===== config.mk =====
export PLATFORM = sky130hd
export DESIGN_NAME = evt_irq_unit
export DESIGN_NICKNAME = d
export VERILOG_FILES = /design/src/rtl/evt_irq_pkg.sv /design/src/rtl/evt_prio_enc.sv /design/src/rtl/evt_sticky_bank.sv /design/src/rtl/evt_read_mux.sv /design/src/rtl/evt_irq_unit.sv
export SDC_FILE = /design/constraint.sdc
export NUM_CORES = 1
export LEC_CHECK = 0
export BUFFER_PORTS_ARGS = -buffer_cell sky130_fd_sc_hd__buf_2
export CORE_ASPECT_RATIO = 0.7
export CORE_MARGIN = 2
export CORE_UTILIZATION = 39
export CTS_CLUSTER_DIAMETER = 30
export CTS_CLUSTER_SIZE = 30
export DETAILED_ROUTE_END_ITERATION = 10
export GPL_TIMING_DRIVEN = 1
export PLACE_DENSITY = 0.75
export SLEW_MARGIN = 15
export SYNTH_ARGS = -nofsm -noshare
export SYNTH_HDL_FRONTEND = slang
export SYNTH_SLANG_ARGS = --single-unit

===== constraint.sdc =====
create_clock -name clk -period 1.4 [get_ports clk]
set_input_delay 0.35 -clock clk [delete_from_list [all_inputs] [get_ports clk]]
set_output_delay 0.35 -clock clk [all_outputs]
set_load 0.03 [all_outputs]

===== src/rtl/evt_irq_pkg.sv =====
// Package: shared register addresses and status bit positions for the
// interrupt status and vector unit.
package evt_irq_pkg;
    localparam int REG_DW  = 16;  // register data width
    localparam int NUM_VEC = 5;   // vectored, maskable event sources
    localparam int POS_UDF = 10;  // transmit underflow flag position
    localparam int POS_OVR = 11;  // receive overrun flag position
    localparam int POS_BB  = 12;  // live bus-busy position

    typedef enum logic [1:0] {
        ADDR_EN   = 2'd0,
        ADDR_STAT = 2'd1,
        ADDR_VEC  = 2'd2,
        ADDR_NONE = 2'd3
    } reg_addr_e;
endpackage


===== src/rtl/evt_prio_enc.sv =====
// Module: fixed-priority encoder. Bit 0 has the highest priority.
// Outputs the winning index plus one (0 when idle) and a one-hot grant.
// Assumes: purely combinational, N >= 1.
module evt_prio_enc #(
    parameter int N  = 5,
    parameter int CW = $clog2(N + 1)
) (
    input  logic [N-1:0]  req,
    output logic [CW-1:0] code,
    output logic [N-1:0]  grant
);
    // Scan from the top down so the lowest set index is assigned last.
    always_comb begin
        code  = '0;
        grant = '0;
        for (int i = N - 1; i >= 0; i--) begin
            if (req[i]) begin
                code     = CW'(i + 1);
                grant    = '0;
                grant[i] = 1'b1;
            end
        end
    end
endmodule


===== src/rtl/evt_sticky_bank.sv =====
// Module: bank of independent sticky flags.
// A set pulse has priority over a clear in the same cycle.
// Assumes: synchronous active-low reset.
module evt_sticky_bank #(
    parameter int W = 7
) (
    input  logic         clk,
    input  logic         rst_n,
    input  logic [W-1:0] set_i,
    input  logic [W-1:0] clr_i,
    output logic [W-1:0] flag_o
);
    for (genvar g = 0; g < W; g++) begin : g_flag
        logic q;
        // Hold one flag: reset clears it, set wins over clear.
        always_ff @(posedge clk) begin
            if (!rst_n)
                q <= 1'b0;
            else if (set_i[g])
                q <= 1'b1;
            else if (clr_i[g])
                q <= 1'b0;
        end
        assign flag_o[g] = q;
    end
endmodule


===== src/rtl/evt_read_mux.sv =====
// Module: register read multiplexer. Returns zero when no read is
// strobed or when the address is unmapped.
// Assumes: the status word arrives fully assembled.
module evt_read_mux
    import evt_irq_pkg::*;
#(
    parameter int DW = REG_DW,
    parameter int NV = NUM_VEC,
    parameter int CW = $clog2(NV + 1)
) (
    input  logic          rd_en,
    input  logic [1:0]    addr,
    input  logic [NV-1:0] en_word,
    input  logic [DW-1:0] stat_word,
    input  logic [CW-1:0] vec_code,
    output logic [DW-1:0] rdata
);
    // Select the addressed register onto the read bus.
    always_comb begin
        rdata = '0;
        if (rd_en) begin
            case (addr)
                ADDR_EN:   rdata[NV-1:0] = en_word;
                ADDR_STAT: rdata = stat_word;
                ADDR_VEC:  rdata[CW-1:0] = vec_code;
                default:   rdata = '0;
            endcase
        end
    end
endmodule


===== src/rtl/evt_irq_unit.sv =====
// Module: top of the interrupt status and vector unit.
// Event pulses set sticky flags. Enabled flags in the low field drive irq.
// The vector names the lowest-index enabled pending flag and clears it
// when read.
// Assumes: event pulses last one cycle; bus_busy is synchronous to clk.
module evt_irq_unit
    import evt_irq_pkg::*;
#(
    parameter int DW = REG_DW,
    parameter int NV = NUM_VEC
) (
    input  logic          clk,
    input  logic          rst_n,
    input  logic          ev_arb_lost,
    input  logic          ev_nack,
    input  logic          ev_acc_rdy,
    input  logic          ev_rx_rdy,
    input  logic          ev_tx_rdy,
    input  logic          ev_rx_ovr,
    input  logic          ev_tx_udf,
    input  logic          bus_busy,
    input  logic          reg_wr,
    input  logic          reg_rd,
    input  logic [1:0]    reg_addr,
    input  logic [DW-1:0] reg_wdata,
    output logic [DW-1:0] reg_rdata,
    output logic          irq
);
    localparam int NF    = NV + 2;          // vectored flags + underflow + overrun
    localparam int CW    = $clog2(NV + 1);
    localparam int I_UDF = NV;
    localparam int I_OVR = NV + 1;

    logic [NV-1:0] en_q;
    logic [NF-1:0] ev_set, ev_clr, flags;
    logic [NV-1:0] pend, grant;
    logic [CW-1:0] vec_code;
    logic [DW-1:0] stat_word;
    logic          wr_stat, wr_en, vec_rd;
    logic          unused_wdata;

    assign wr_stat      = reg_wr && (reg_addr == ADDR_STAT);
    assign wr_en        = reg_wr && (reg_addr == ADDR_EN);
    assign vec_rd       = reg_rd && (reg_addr == ADDR_VEC);
    assign unused_wdata = ^reg_wdata;

    // Gather the event pulses in flag order.
    always_comb begin
        ev_set        = '0;
        ev_set[0]     = ev_arb_lost;
        ev_set[1]     = ev_nack;
        ev_set[2]     = ev_acc_rdy;
        ev_set[3]     = ev_rx_rdy;
        ev_set[4]     = ev_tx_rdy;
        ev_set[I_UDF] = ev_tx_udf;
        ev_set[I_OVR] = ev_rx_ovr;
    end

    // Form the clear requests from status writes and vector reads.
    always_comb begin
        ev_clr = '0;
        for (int i = 0; i < NV; i++)
            ev_clr[i] = (wr_stat && reg_wdata[i]) || (vec_rd && grant[i]);
        ev_clr[I_UDF] = wr_stat && reg_wdata[POS_UDF];
        ev_clr[I_OVR] = wr_stat && reg_wdata[POS_OVR];
    end

    // Hold the enable word.
    always_ff @(posedge clk) begin
        if (!rst_n)
            en_q <= '0;
        else if (wr_en)
            en_q <= reg_wdata[NV-1:0];
    end

    evt_sticky_bank #(.W(NF)) i_flags (
        .clk    (clk),
        .rst_n  (rst_n),
        .set_i  (ev_set),
        .clr_i  (ev_clr),
        .flag_o (flags)
    );

    assign pend = flags[NV-1:0] & en_q;

    evt_prio_enc #(.N(NV), .CW(CW)) i_prio (
        .req   (pend),
        .code  (vec_code),
        .grant (grant)
    );

    // Lay the flags and the live busy level out at their status positions.
    always_comb begin
        stat_word           = '0;
        stat_word[NV-1:0]   = flags[NV-1:0];
        stat_word[POS_UDF]  = flags[I_UDF];
        stat_word[POS_OVR]  = flags[I_OVR];
        stat_word[POS_BB]   = bus_busy;
    end

    assign irq = |pend;

    evt_read_mux #(.DW(DW), .NV(NV), .CW(CW)) i_rmux (
        .rd_en     (reg_rd),
        .addr      (reg_addr),
        .en_word   (en_q),
        .stat_word (stat_word),
        .vec_code  (vec_code),
        .rdata     (reg_rdata)
    );
endmodule


==> results.txt <==
----------------------------------------------------
[Final layout]
  Synthesis-to-layout area growth ... 66.1%
  Share of final-layout standard cells stronger than drive strength 1 ... 61.3%
  Highest-count cells in the layout ignoring fill and taps ... sky130_fd_sc_hd__buf_4, sky130_fd_sc_hd__buf_2, sky130_fd_sc_hd__buf_6, sky130_fd_sc_hd__nor2b_1
  N_diodes ... 0
  Most common cell after layout, fill and taps aside ... sky130_fd_sc_hd__buf_4
  Final net count ... 186
  Layout filler cell count ... 159
  Final core occ ... 71.4%

[Critical path]
  Worst Path Required ... 1.05 ns
  Standard cell with the maximum stage delay on the critical path ... sky130_fd_sc_hd__dfxtp_4
  Buf+Inv Stages, Crit Path ... 1
  Slowest cell delay on critical path ... 0.37 ns
  Worst Setup Start Kind ... register
  Critical path type ... reg -> out
  Highest fanout seen on the critical path ... 5
  Data arrival time of the worst path ... 1.37 ns
  Crit-path cells ... and2_4 > o21ai_2 > a21oi_1 > o21a_2 > buf_6
  Critical path capture point type ... primary output
  Crit path max-delay family ... compound AO/OA/AOI/OAI gates

[Floorplanning]
  Initial core utilization ... 43.0%
  Top Ports ... 47
  Horizontal extent of the die ... 59 um
  Area enclosed by the die boundary ... 0.00251 sq mm
  Height of the chip ... 42.5 um
  Rows ... 13
  Core Footprint ... 0.00192 sq mm

[Placed design]
  Detailed-placement wirelength estimate ... 1660 um
  Final GP Congestion ... 0.843
  # port buffers ... 29

[GRT]
  First-pass GRT wire length ... 3350 um
  Via count of the first global-routing pass ... 761
  Total routing usage reported by global routing ... 17.6%
  Remaining global-route overflow ... 0
  Pin count of the biggest net entering global routing ... 13
  Initial antenna violation count ... 0

[Logic synthesis]
  Parity-gate share of the synthesized area counting xor and xnor cells ... 0%
  Fraction of the mapped netlist area in adder cells ... 0%
  Proportion of synthesized chip area in sequential cells ... 29.1%
  Gate Count Post-Synth ... 100
  Synth Area in Compound Gates ... 15.9%
  Post-synthesis cell type count ... 28
  Flip-flop and latch count after synthesis ... 12
  Synth warnings ... 0
  Post-synthesis cell type with the largest combined area ... sky130_fd_sc_hd__dfxtp_1
  Portion of synthesized cell area occupied by the leading cell type ... 29.1%
  Cells taking the most area after synthesis ... sky130_fd_sc_hd__dfxtp_1, sky130_fd_sc_hd__mux2i_1, sky130_fd_sc_hd__nor2b_1
  Dominant combinational cell family by area after synthesis ... simple AND/OR/NAND/NOR gates
  Multiplexer area fraction after synthesis ... 12.1%
  Post-synthesis instance area ... 826 sq um
  Synthesized area per cell ... 8.26 sq um
  Area fraction in and, or, nand and nor cells after synthesis ... 30.2%

[Clocking]
  Hold_buf cts ... 0
  Num CTS Buffers ... 3
  Maximum count of clock buffers along a single path ... 2
  TritonCTS clock tree ... yes
  Worst skew pair latency ... 0.28 ns
  Clock edge transition at the registers on the reported setup and hold paths ... 0.08 ns
  CTS HTree Levels ... 1
  CTS Root Cell ... sky130_fd_sc_hd__clkbuf_4
  Number of clock sinks ... 12

[Pwr]
  Peak ir drop on the vdd network ... 0.513 mV
  Power density over cell area ... 687 mW/mm^2
  Total leakage power ... 0.000639 uW
  Total power ... 942 uW

[STA]
  Number of pins exceeding their max-slew limit in the final report ... 0
  Final WS setup ... -0.315 ns
  Number of endpoints failing setup at the final stage ... 7
  Clock Skew ... 0.00162 ns
  Shortest clock period the worst path allows after layout ... 1.72 ns
  Final Hold Fails ... 0
  Post-route clock period utilization ... 123%
  Highest achievable clock rate ... 0.583 GHz
  Setup TNS ... -1.20 ns
  RSZ-0062 raised after global routing ... true
  Worst Hold Slack ... 0.269 ns

[Routing]
  Vias per inst ... 4.90
  Met2 wire len ... 1100 um
  Post-DR wirelength/cell ... 12.9 um
  Wire length on met3 ... 173 um
  Met1 wire length ... 979 um
  Highest routing layer actually used ... met4
  Wirelength, routed ... 2280 um
  Remaining antenna violation count after routing ... 0
  Total iterations of the first detailed-routing run ... 4
  Total via count in the routed design ... 868
  Final routed DRC violation total ... 0
  First DRT Iteration DRCs ... 11

[Min path]
  Hold/Removal Path Class ... in -> reg

[Status]
  Outcome ... complete, but fails checks
  Failing checks ... setup timing

[Run]
  Maximum capacitance violations ... 0

----------------------------------------------------
==> path summary, 6_finish.rpt <==
| path | slack [ns] | depth (start not counted) | to | from |
|---|---|---|---|---|
| worst max-delay path | -0.32 | 5 | reg_rdata[0] | i_flags.g_flag[0].q$_SDFFE_PN0P_ |
| worst min-delay path | 0.27 | 2 | i_flags.g_flag[0].q$_SDFFE_PN0P_ | ev_arb_lost |
| worst min register to register | 0.53 | 2 | i_flags.g_flag[6].q$_SDFFE_PN0P_ | i_flags.g_flag[6].q$_SDFFE_PN0P_ |
| worst max register to register | 0.06 | 7 | i_flags.g_flag[4].q$_SDFFE_PN0P_ | en_q[0]$_SDFFE_PN0P_ |
==> routing by layer <==
metal	vias up	global-route usage, %
li1	445	-
met3	2	7.10
met1	385	22.4
met2	36	28.9
met4	0	1.36
met5	-	0
==> where the power goes <==
group | internal [uW] | switching (uW)
logic | 137 | 136
registers | 361 | 21.4
clock network | 159 | 128
==> synth_stat cells <==
| library cell | count |
|---|---|
| sky130_fd_sc_hd__a21boi_0 | 3 |
| sky130_fd_sc_hd__a21oi_1 | 4 |
| sky130_fd_sc_hd__a221oi_2 | 1 |
| sky130_fd_sc_hd__a22oi_1 | 2 |
| sky130_fd_sc_hd__a31oi_1 | 2 |
| sky130_fd_sc_hd__and2_1 | 2 |
| sky130_fd_sc_hd__and3_1 | 2 |
| sky130_fd_sc_hd__and3b_1 | 2 |
| sky130_fd_sc_hd__buf_4 | 8 |
| sky130_fd_sc_hd__buf_6 | 3 |
| sky130_fd_sc_hd__clkbuf_1 | 1 |
| sky130_fd_sc_hd__conb_1 | 1 |
| sky130_fd_sc_hd__dfxtp_1 | 12 |
| sky130_fd_sc_hd__inv_1 | 1 |
| sky130_fd_sc_hd__mux2i_1 | 10 |
| sky130_fd_sc_hd__nand2_1 | 12 |
| sky130_fd_sc_hd__nand2b_1 | 1 |
| sky130_fd_sc_hd__nand3_1 | 3 |
| sky130_fd_sc_hd__nand4_1 | 2 |
| sky130_fd_sc_hd__nor2_1 | 7 |
| sky130_fd_sc_hd__nor2b_1 | 10 |
| sky130_fd_sc_hd__nor2b_2 | 1 |
| sky130_fd_sc_hd__nor3_1 | 1 |
| sky130_fd_sc_hd__nor3b_4 | 1 |
| sky130_fd_sc_hd__nor4_1 | 1 |
| sky130_fd_sc_hd__o21a_1 | 3 |
| sky130_fd_sc_hd__o21ai_0 | 3 |
| sky130_fd_sc_hd__o32ai_1 | 1 |
==> metrics by stage <==
step,cells,area [sq um],setup WS (ns)
4_1_cts,175,1270,-0.303
2_1_floorplan,107,877,-0.0805
5_1_grt,177,1370,-0.362
6_report,177,1370,-0.315
3_3_place_gp,169,1120,-0.268
3_5_place_dp,169,1120,-0.314
==> worst reg2reg max path, stage by stage, from the launching register on <==
cell and delay (ns):
sky130_fd_sc_hd__dfxtp_4 0.37, sky130_fd_sc_hd__a22oi_2 0.22, sky130_fd_sc_hd__buf_4 0.15, sky130_fd_sc_hd__buf_4 0.10, sky130_fd_sc_hd__buf_4 0.10, sky130_fd_sc_hd__nand3_1 0.08, sky130_fd_sc_hd__nor3_1 0.14, sky130_fd_sc_hd__nor2_1 0.07
==> layout make-up <==
type	instances	area [sq um]	area share, %
Sequential cell	12	260	19.0
Tap cell	22	27.5	2.01
Inverter	1	3.75	0.274
Timing Repair Buffer	56	428	31.2
Clock buffer	4	36.3	2.65
Multi-Input combinational cell	82	616	44.9
==> sequential cells by signal, indices dropped and copies added, names as in the netlist <==
| name | cells |
|---|---|
| i_flags.g_flag.q | 7 |
| en_q | 5 |
==> cells by family after synthesis <==
group                  Yosys count
flip-flops                      12
AO/OA/AOI/OAI                   19
multiplexers                    10
AND/OR/NAND/NOR                 45
other                            1
buffers and inverters           13
==> what timing repair did <==
| action | in CTS | in global routing |
|---|---|---|
| buffers inserted | 2 | 3 |
| pin swaps | 8 | 5 |
| resized for setup | 35 | 28 |
| setup endpoints to repair | 9 | 9 |
No activity file was read; power rests on OpenSTA's default activity.
